<file path="config.mk">
export PLATFORM = sky130hd
export DESIGN_NAME = spi_frame_rx
export DESIGN_NICKNAME = d
export VERILOG_FILES = /design/src/rtl/spi_crc_pkg.sv /design/src/rtl/spi_frame_rx.sv
export SDC_FILE = /design/constraint.sdc
export NUM_CORES = 1
export LEC_CHECK = 0
export BUFFER_PORTS_ARGS = -buffer_cell sky130_fd_sc_hd__buf_4
export CORE_ASPECT_RATIO = 1.25
export CORE_UTILIZATION = 58
export DETAILED_ROUTE_END_ITERATION = 7
export GPL_ROUTABILITY_DRIVEN = 0
export HOLD_SLACK_MARGIN = 0.02
export PLACE_DENSITY = 0.78
export SKIP_LAST_GASP = 1
export SLEW_MARGIN = 20
export SYNTH_ARGS = -nofsm -noshare
export SYNTH_HDL_FRONTEND = slang
export SYNTH_SLANG_ARGS = --single-unit
export TNS_END_PERCENT = 50
</file>
<file path="constraint.sdc">
create_clock -name clk -period 2.1 [get_ports clk]
set_input_delay 0.21 -clock clk [delete_from_list [all_inputs] [get_ports clk]]
set_output_delay 0.21 -clock clk [all_outputs]
set_load 0.01 [all_outputs]
</file>
<file path="src/rtl/spi_crc_pkg.sv">
package spi_crc_pkg;
  localparam int CRC_W = 8;
  localparam logic [CRC_W-1:0] CRC_POLY = 8'h07;

  // one serial CRC step, MSB-first, no reflection
  function automatic logic [CRC_W-1:0] crc_step(input logic [CRC_W-1:0] c, input logic b);
    logic fb;
    fb = c[CRC_W-1] ^ b;
    return {c[CRC_W-2:0], 1'b0} ^ (fb ? CRC_POLY : '0);
  endfunction
endpackage

</file>
<file path="src/rtl/spi_frame_rx.sv">
module spi_frame_rx
  import spi_crc_pkg::*;
#(
  parameter int DATA_W = 24
) (
  input  logic              clk,
  input  logic              rst_n,
  input  logic              crc_en,
  input  logic              sclk_rise,
  input  logic              cs_active,
  input  logic              cs_start,
  input  logic              cs_end,
  input  logic              mosi_s,
  input  logic              wr_ready,
  output logic              wr_valid,
  output logic [DATA_W-1:0] wr_data,
  output logic              frame_bad
);
  localparam int FRAME_W = DATA_W + CRC_W;
  localparam int CNT_W   = $clog2(FRAME_W + 2);
  localparam logic [CNT_W-1:0] CNT_LONG  = CNT_W'(FRAME_W);
  localparam logic [CNT_W-1:0] CNT_SHORT = CNT_W'(DATA_W);
  localparam logic [CNT_W-1:0] CNT_MAX   = CNT_W'(FRAME_W + 1);

  logic [FRAME_W-1:0] sh;
  logic [CNT_W-1:0]   cnt;
  logic [CRC_W-1:0]   crc;
  logic len_long, len_short, frame_good, pending;

  always_ff @(posedge clk or negedge rst_n) begin
    if (!rst_n) begin
      sh  <= '0;
      cnt <= '0;
      crc <= '0;
    end else if (cs_start) begin
      cnt <= '0;
      crc <= '0;
    end else if (cs_active && sclk_rise) begin
      sh  <= {sh[FRAME_W-2:0], mosi_s};
      crc <= crc_step(crc, mosi_s);
      if (cnt != CNT_MAX) cnt <= cnt + 1'b1;
    end
  end

  assign len_long   = (cnt == CNT_LONG);
  assign len_short  = (cnt == CNT_SHORT);
  assign frame_good = cs_end && (crc_en ? (len_long && crc == '0) : (len_long || len_short));
  assign frame_bad  = cs_end && crc_en && len_long && (crc != '0);
  assign pending    = wr_valid && !wr_ready;

  always_ff @(posedge clk or negedge rst_n) begin
    if (!rst_n) begin
      wr_valid <= 1'b0;
      wr_data  <= '0;
    end else if (frame_good && !pending) begin
      wr_valid <= 1'b1;
      wr_data  <= crc_en ? sh[FRAME_W-1:CRC_W] : sh[DATA_W-1:0];
    end else if (wr_valid && wr_ready) begin
      wr_valid <= 1'b0;
    end
  end

  assert_bad_frame_no_write_R5: assert property (@(posedge clk) disable iff (!rst_n)
    frame_bad |=> !$rose(wr_valid));
  assert_hold_under_stall_R8: assert property (@(posedge clk) disable iff (!rst_n)
    (wr_valid && !wr_ready) |=> (wr_valid && $stable(wr_data)));
endmodule

</file>
# --- After elaboration in Yosys (flattened, before gate mapping) ---
# Index checks and enable logic that the tools add are counted.
word_totals:
  register_bits: 71
  elab_cells: 41
op_classes:
  add_sub_neg: 1
  n_eq_ne: 3
  n_mux: 10
  bitwise: 3
  reduce_logical: 19
ops:
  columns: ["cell", "n"]
  rows:
  - ["24-bit 2-to-1 mux", 1]
  - ["6-bit 2-to-1 mux", 3]
  - ["8-bit 2-to-1 mux", 2]
  - ["1-bit logical AND", 9]
  - ["8-bit logical NOT", 1]
  - ["8-bit nonzero test", 1]
  - ["8-bit by 3-bit bitwise XOR with 8-bit output", 1]
  - ["6-bit by 1-bit adder with 6-bit output, second input constant", 1]
  - ["6-bit by 5-bit == test with 1-bit output, second input constant", 1]
  - ["6-bit == test, second input constant", 1]
  - ["6-bit inequality test, second input constant", 1]
  - ["2-bit nonzero test", 3]
  - ["2-bit AND reduction", 2]
  - ["1-bit 2-to-1 mux", 3]
  - ["3-bit 2-to-1 mux", 1]
  - ["1-bit logical NOT", 2]
  - ["1-bit logical OR", 1]
  - ["1-bit NOT", 1]
  - ["1-bit bitwise XOR", 1]

# --- Longest topological paths before layout ---
depth:
  word_depth: 6
  depth_mapped: 8

# --- Worst setup path after synthesis ---
# Ideal clock, no wire load.
synth_timing:
  path_type: "register -> register"
  startpoint: "register crc[7]"
  endpoint: "register wr_data[10]"
  setup_ns: 0.125
  t_arrival_ns: 1.812
  t_required_ns: 1.975
  path_slack_ns: 0.163
  path_stages_with_launch: 7
  path_buffers: 2
  period_less_slack_ns: 1.937
  path_cell_list: "dfrtp_1 > or4_4 > o21ai_2 > o2111a_1 > buf_6 > buf_12 > mux2_4"
synth_between:
  elab_chain_cells: 5
synth_rtl:
  columns: ["item", "line", "rtl"]
  rows:
  - ["from (decl)", "spi_frame_rx.sv:27", "logic [CRC_W-1:0] crc;"]
  - ["from (signal assigned)", "spi_frame_rx.sv:40", "crc <= crc_step(crc, mosi_s);"]
  - ["8-bit logical NOT", "spi_frame_rx.sv:47", "assign frame_good = cs_end && (crc_en ? (len_long && crc == '0) : (len_long || len_short));"]
  - ["1-bit logical AND", "spi_frame_rx.sv:47", null]
  - ["1-bit 2-to-1 mux", "spi_frame_rx.sv:47", null]
  - ["1-bit logical AND", "spi_frame_rx.sv:47", null]
  - ["1-bit logical AND", "spi_frame_rx.sv:55", "end else if (frame_good && !pending) begin"]
  - ["to (signal assigned)", "spi_frame_rx.sv:57", "wr_data <= crc_en ? sh[FRAME_W-1:CRC_W] : sh[DATA_W-1:0];"]
  - ["to (decl)", "spi_frame_rx.sv:16", "output logic [DATA_W-1:0] wr_data,"]
# Every way passes these cells.
# A chain may end at the register's enable or synchronous reset.

# --- Worst setup path after layout ---
layout_timing:
  startpoint: "register crc[7]"
  endpoint: "register wr_data[23]"
# The elaborated chain is that of the path after synthesis.

==> impl_metrics.yaml <==
setup_path:
  crit_fanout: 25
  reg2regPathDepth: 5
  cp-start-kind: "flip-flop"
  cp_cell_sequence: "or4_4 > o21ai_2 > o2111a_1 > buf_12 > mux2_2"
  cp.arrival_ns: 2.27
  worst_ep_required_time_ns: 2.33
  max_stage_delay_ns: 0.54
  r2r_start: "crc[7]"
  endpoint: "wr_data[23]"
  reg2reg_slack_ns: 0.06
  crit_family: "simple AND/OR/NAND/NOR gates"
  crit_path_end_kind: "flip-flop"
  critical_path_depth: 5
  crit_start: "crc[7]"
  critPathBufInv: 1
  reg2reg_to: "wr_data[23]"
  slowest_stage: "or4_4"
  crit_type: "reg2reg"
route:
  vias: 2108
  first_iter_violations: 140
  wl_mm: 5.843
  ant_nets: 0
  drc: 0
  avgViaCountPerCell: 5.350
  avgRoutedWirePerCell_um: 14.83
  firstDrtPassIters: 4
timing:
  maxSlewViolCount: 0
  fmax_ghz: 0.4902
  setup_violations: 0
  rsz0062_at_grt: "no"
  max-slew-margin-rel: 0.4160
  setup_ws_ns: 0.05993
  tns_ns: 0
  skew_ns: 0.006948
  fin_crit_ns: 2.040
  period_share: 0.9715
  hold_viol: 0
  worst_slew_pin_slew_ns: 0.8760
place:
  port_buffers: 34
  hpwl_mm: 3.705
  placed_cells: 377
  preCtsSetupSlack_ns: 0.05311
clock_network:
  clockBufferDepth: 2
  cts.clk_slew.worst_paths_ns: 0.07
  htree_levels: 3
  numCtsBuffers: 9
  cts_root_buffer: "clkbuf_8"
  cts_resized: 0
  post_cts_buffers: 0
  ctsHoldBuffers: 1
  cts.sinks: 71
  cts_tree: "done"
  clk_latency_ns: 0.34
run_status:
  status: "finished, final reports clean"
final_layout:
  layout_common_cells: "nand2_1 (107), dfrtp_1 (71), buf_4 (38), mux2_2 (29), mux2_4 (19)"
  layout.cells.non_filler: 394
  fillCellCount: 414
  finalNetCount: 337
  n_antenna_cell: 0
  layout-drive-gt1-share: 0.3242
  area_growth_pct: 14.10
  final_common_cell: "nand2_1"
logic_synthesis:
  ys_ff_latch: 71
  synth-xor-area-share: 0.01352
  yosys_warnings: 0
  synth_fa_ha_area_frac: 0.01159
  synthMuxAreaShare: 0.1889
  synth_compound_area_frac: 0.04094
  syn_area_per_cell_um2: 11.17
  synth_top_family_by_area: "multiplexers"
  synthCells: 290
  seq_area_frac_synth: 0.5485
  synth_area_um2: 3239
  ys_types: 31
  yosys.area_share.simple: 0.1568
  synth_nets: 302
pwr:
  peakVddDrop_uv: 495.9
  power.density_nw_per_um2: 700.6
  power_leakage_nw: 1.978
min_path:
  hp-class: "in2reg"
die:
  die_h_um: 85.56
  die_area_um2: 5890
  io_pins: 35
  num_rows: 30
  core_area_um2: 5405
  fp.dieW_um: 68.85
  start_util: 0.5993
job:
  max-cap-violations: 0
global_routing:
  antenna_found_initial: 0
  grt_pass1_vias: 2062
  overflow: 0
  grt_usage: 0.2293
  grt_pass1_wl_mm: 9.694
  grt_max_degree: 72
[per-stage QoR]
step | power [mW] | utilization | area, um^2 | hold slack (ns)
floorplan | 1.576 | - | 3239 | -0.08559
global placement | 1.639 | 0.6493 | 3510 | 0.3825
detailed placement | 1.646 | 0.6493 | 3510 | 0.3871
CTS | 2.614 | 0.6838 | 3696 | 0.08180
global route | 2.708 | 0.6838 | 3696 | 0.07394
finish | 2.589 | 0.6838 | 3696 | 0.09135
[worst register-to-register path: stages, from the launching register on]
cell      delay [ns]
dfrtp_1         0.41
or4_4           0.54
o21ai_2         0.16
o2111a_1        0.23
buf_12          0.22
mux2_2          0.36
[sequential cells by signal (all words and copies together), names as in the netlist]
| register | count |
|---|---|
| wr_valid | 1 |
| cnt | 6 |
| wr_data | 24 |
| sh | 32 |
| crc | 8 |
[final cells by class]
type,instances,area (um^2),area share
Sequential cell,71,1777,0.4807
Multi-Input combinational cell,200,1336,0.3615
Timing Repair Buffer,40,315.3,0.08531
Clock buffer,13,158.9,0.04299
Tap cell,64,80.08,0.02167
Clock inverter,3,17.52,0.004739
Inverter,3,11.26,0.003047
[per-layer routing]
layer	wire (um)	GRT usage
met3	216	0.06383
met4	93	0.09276
met5	0	0
met1	2646	0.3120
met2	2887	0.3442
[worst min path at each step]
stage / from / endpoint / slack, ns / cells after the start
final: mosi_s / sh[0] / 0.09 / 3
after global routing: mosi_s / sh[0] / 0.07 / 3
after CTS: mosi_s / sh[0] / 0.08 / 3
after detailed placement: rst_n / sh[29] / 0.39 / 1
after global placement: rst_n / wr_data[21] / 0.38 / 1
after floorplan: rst_n / cnt[0] / -0.09 / 0
[cells by family (layout without fill, tap and decap cells)]
kind of cell	after synthesis	in the layout
AO/OA/AOI/OAI	19	19
XOR/XNOR	5	5
adder cells (fa/ha/maj)	3	3
buffers and inverters	19	59
flip-flops	71	71
multiplexers	48	48
AND/OR/NAND/NOR	125	125
[Yosys cell counts]
library cell	count	area share
xor2_1	3	0.0081
dfrtp_1	71	0.55
ha_1	3	0.012
a22o_2	1	0.0031
a21o_1	2	0.0046
dlymetal6s2s_1	1	0.0039
o2111a_1	1	0.0035
nor3_1	2	0.0031
buf_6	2	0.0070
nor3b_1	1	0.0023
nand3b_1	1	0.0023
nand4_1	1	0.0019
nand3_1	1	0.0015
o21ai_0	6	0.0093
buf_2	1	0.0015
nor2_1	6	0.0070
a21oi_1	3	0.0046
and3_1	1	0.0019
or3_1	2	0.0039
nand2_1	107	0.12
or2_2	1	0.0019
mux2_4	19	0.088
clkbuf_1	10	0.012
buf_12	2	0.012
xnor2_1	2	0.0054
mux2_2	29	0.10
a22o_1	4	0.011
o21ai_2	1	0.0027
or4_4	2	0.0070
o31ai_1	1	0.0023
inv_1	3	0.0035
[power by group]
group,internal (mW),switching (mW),total (mW)
clock,0.490,0.479,0.969
sequential,1.41,0.0387,1.45
combinational,0.0692,0.0995,0.169
Note: power is estimated with default switching activity, not from simulation.
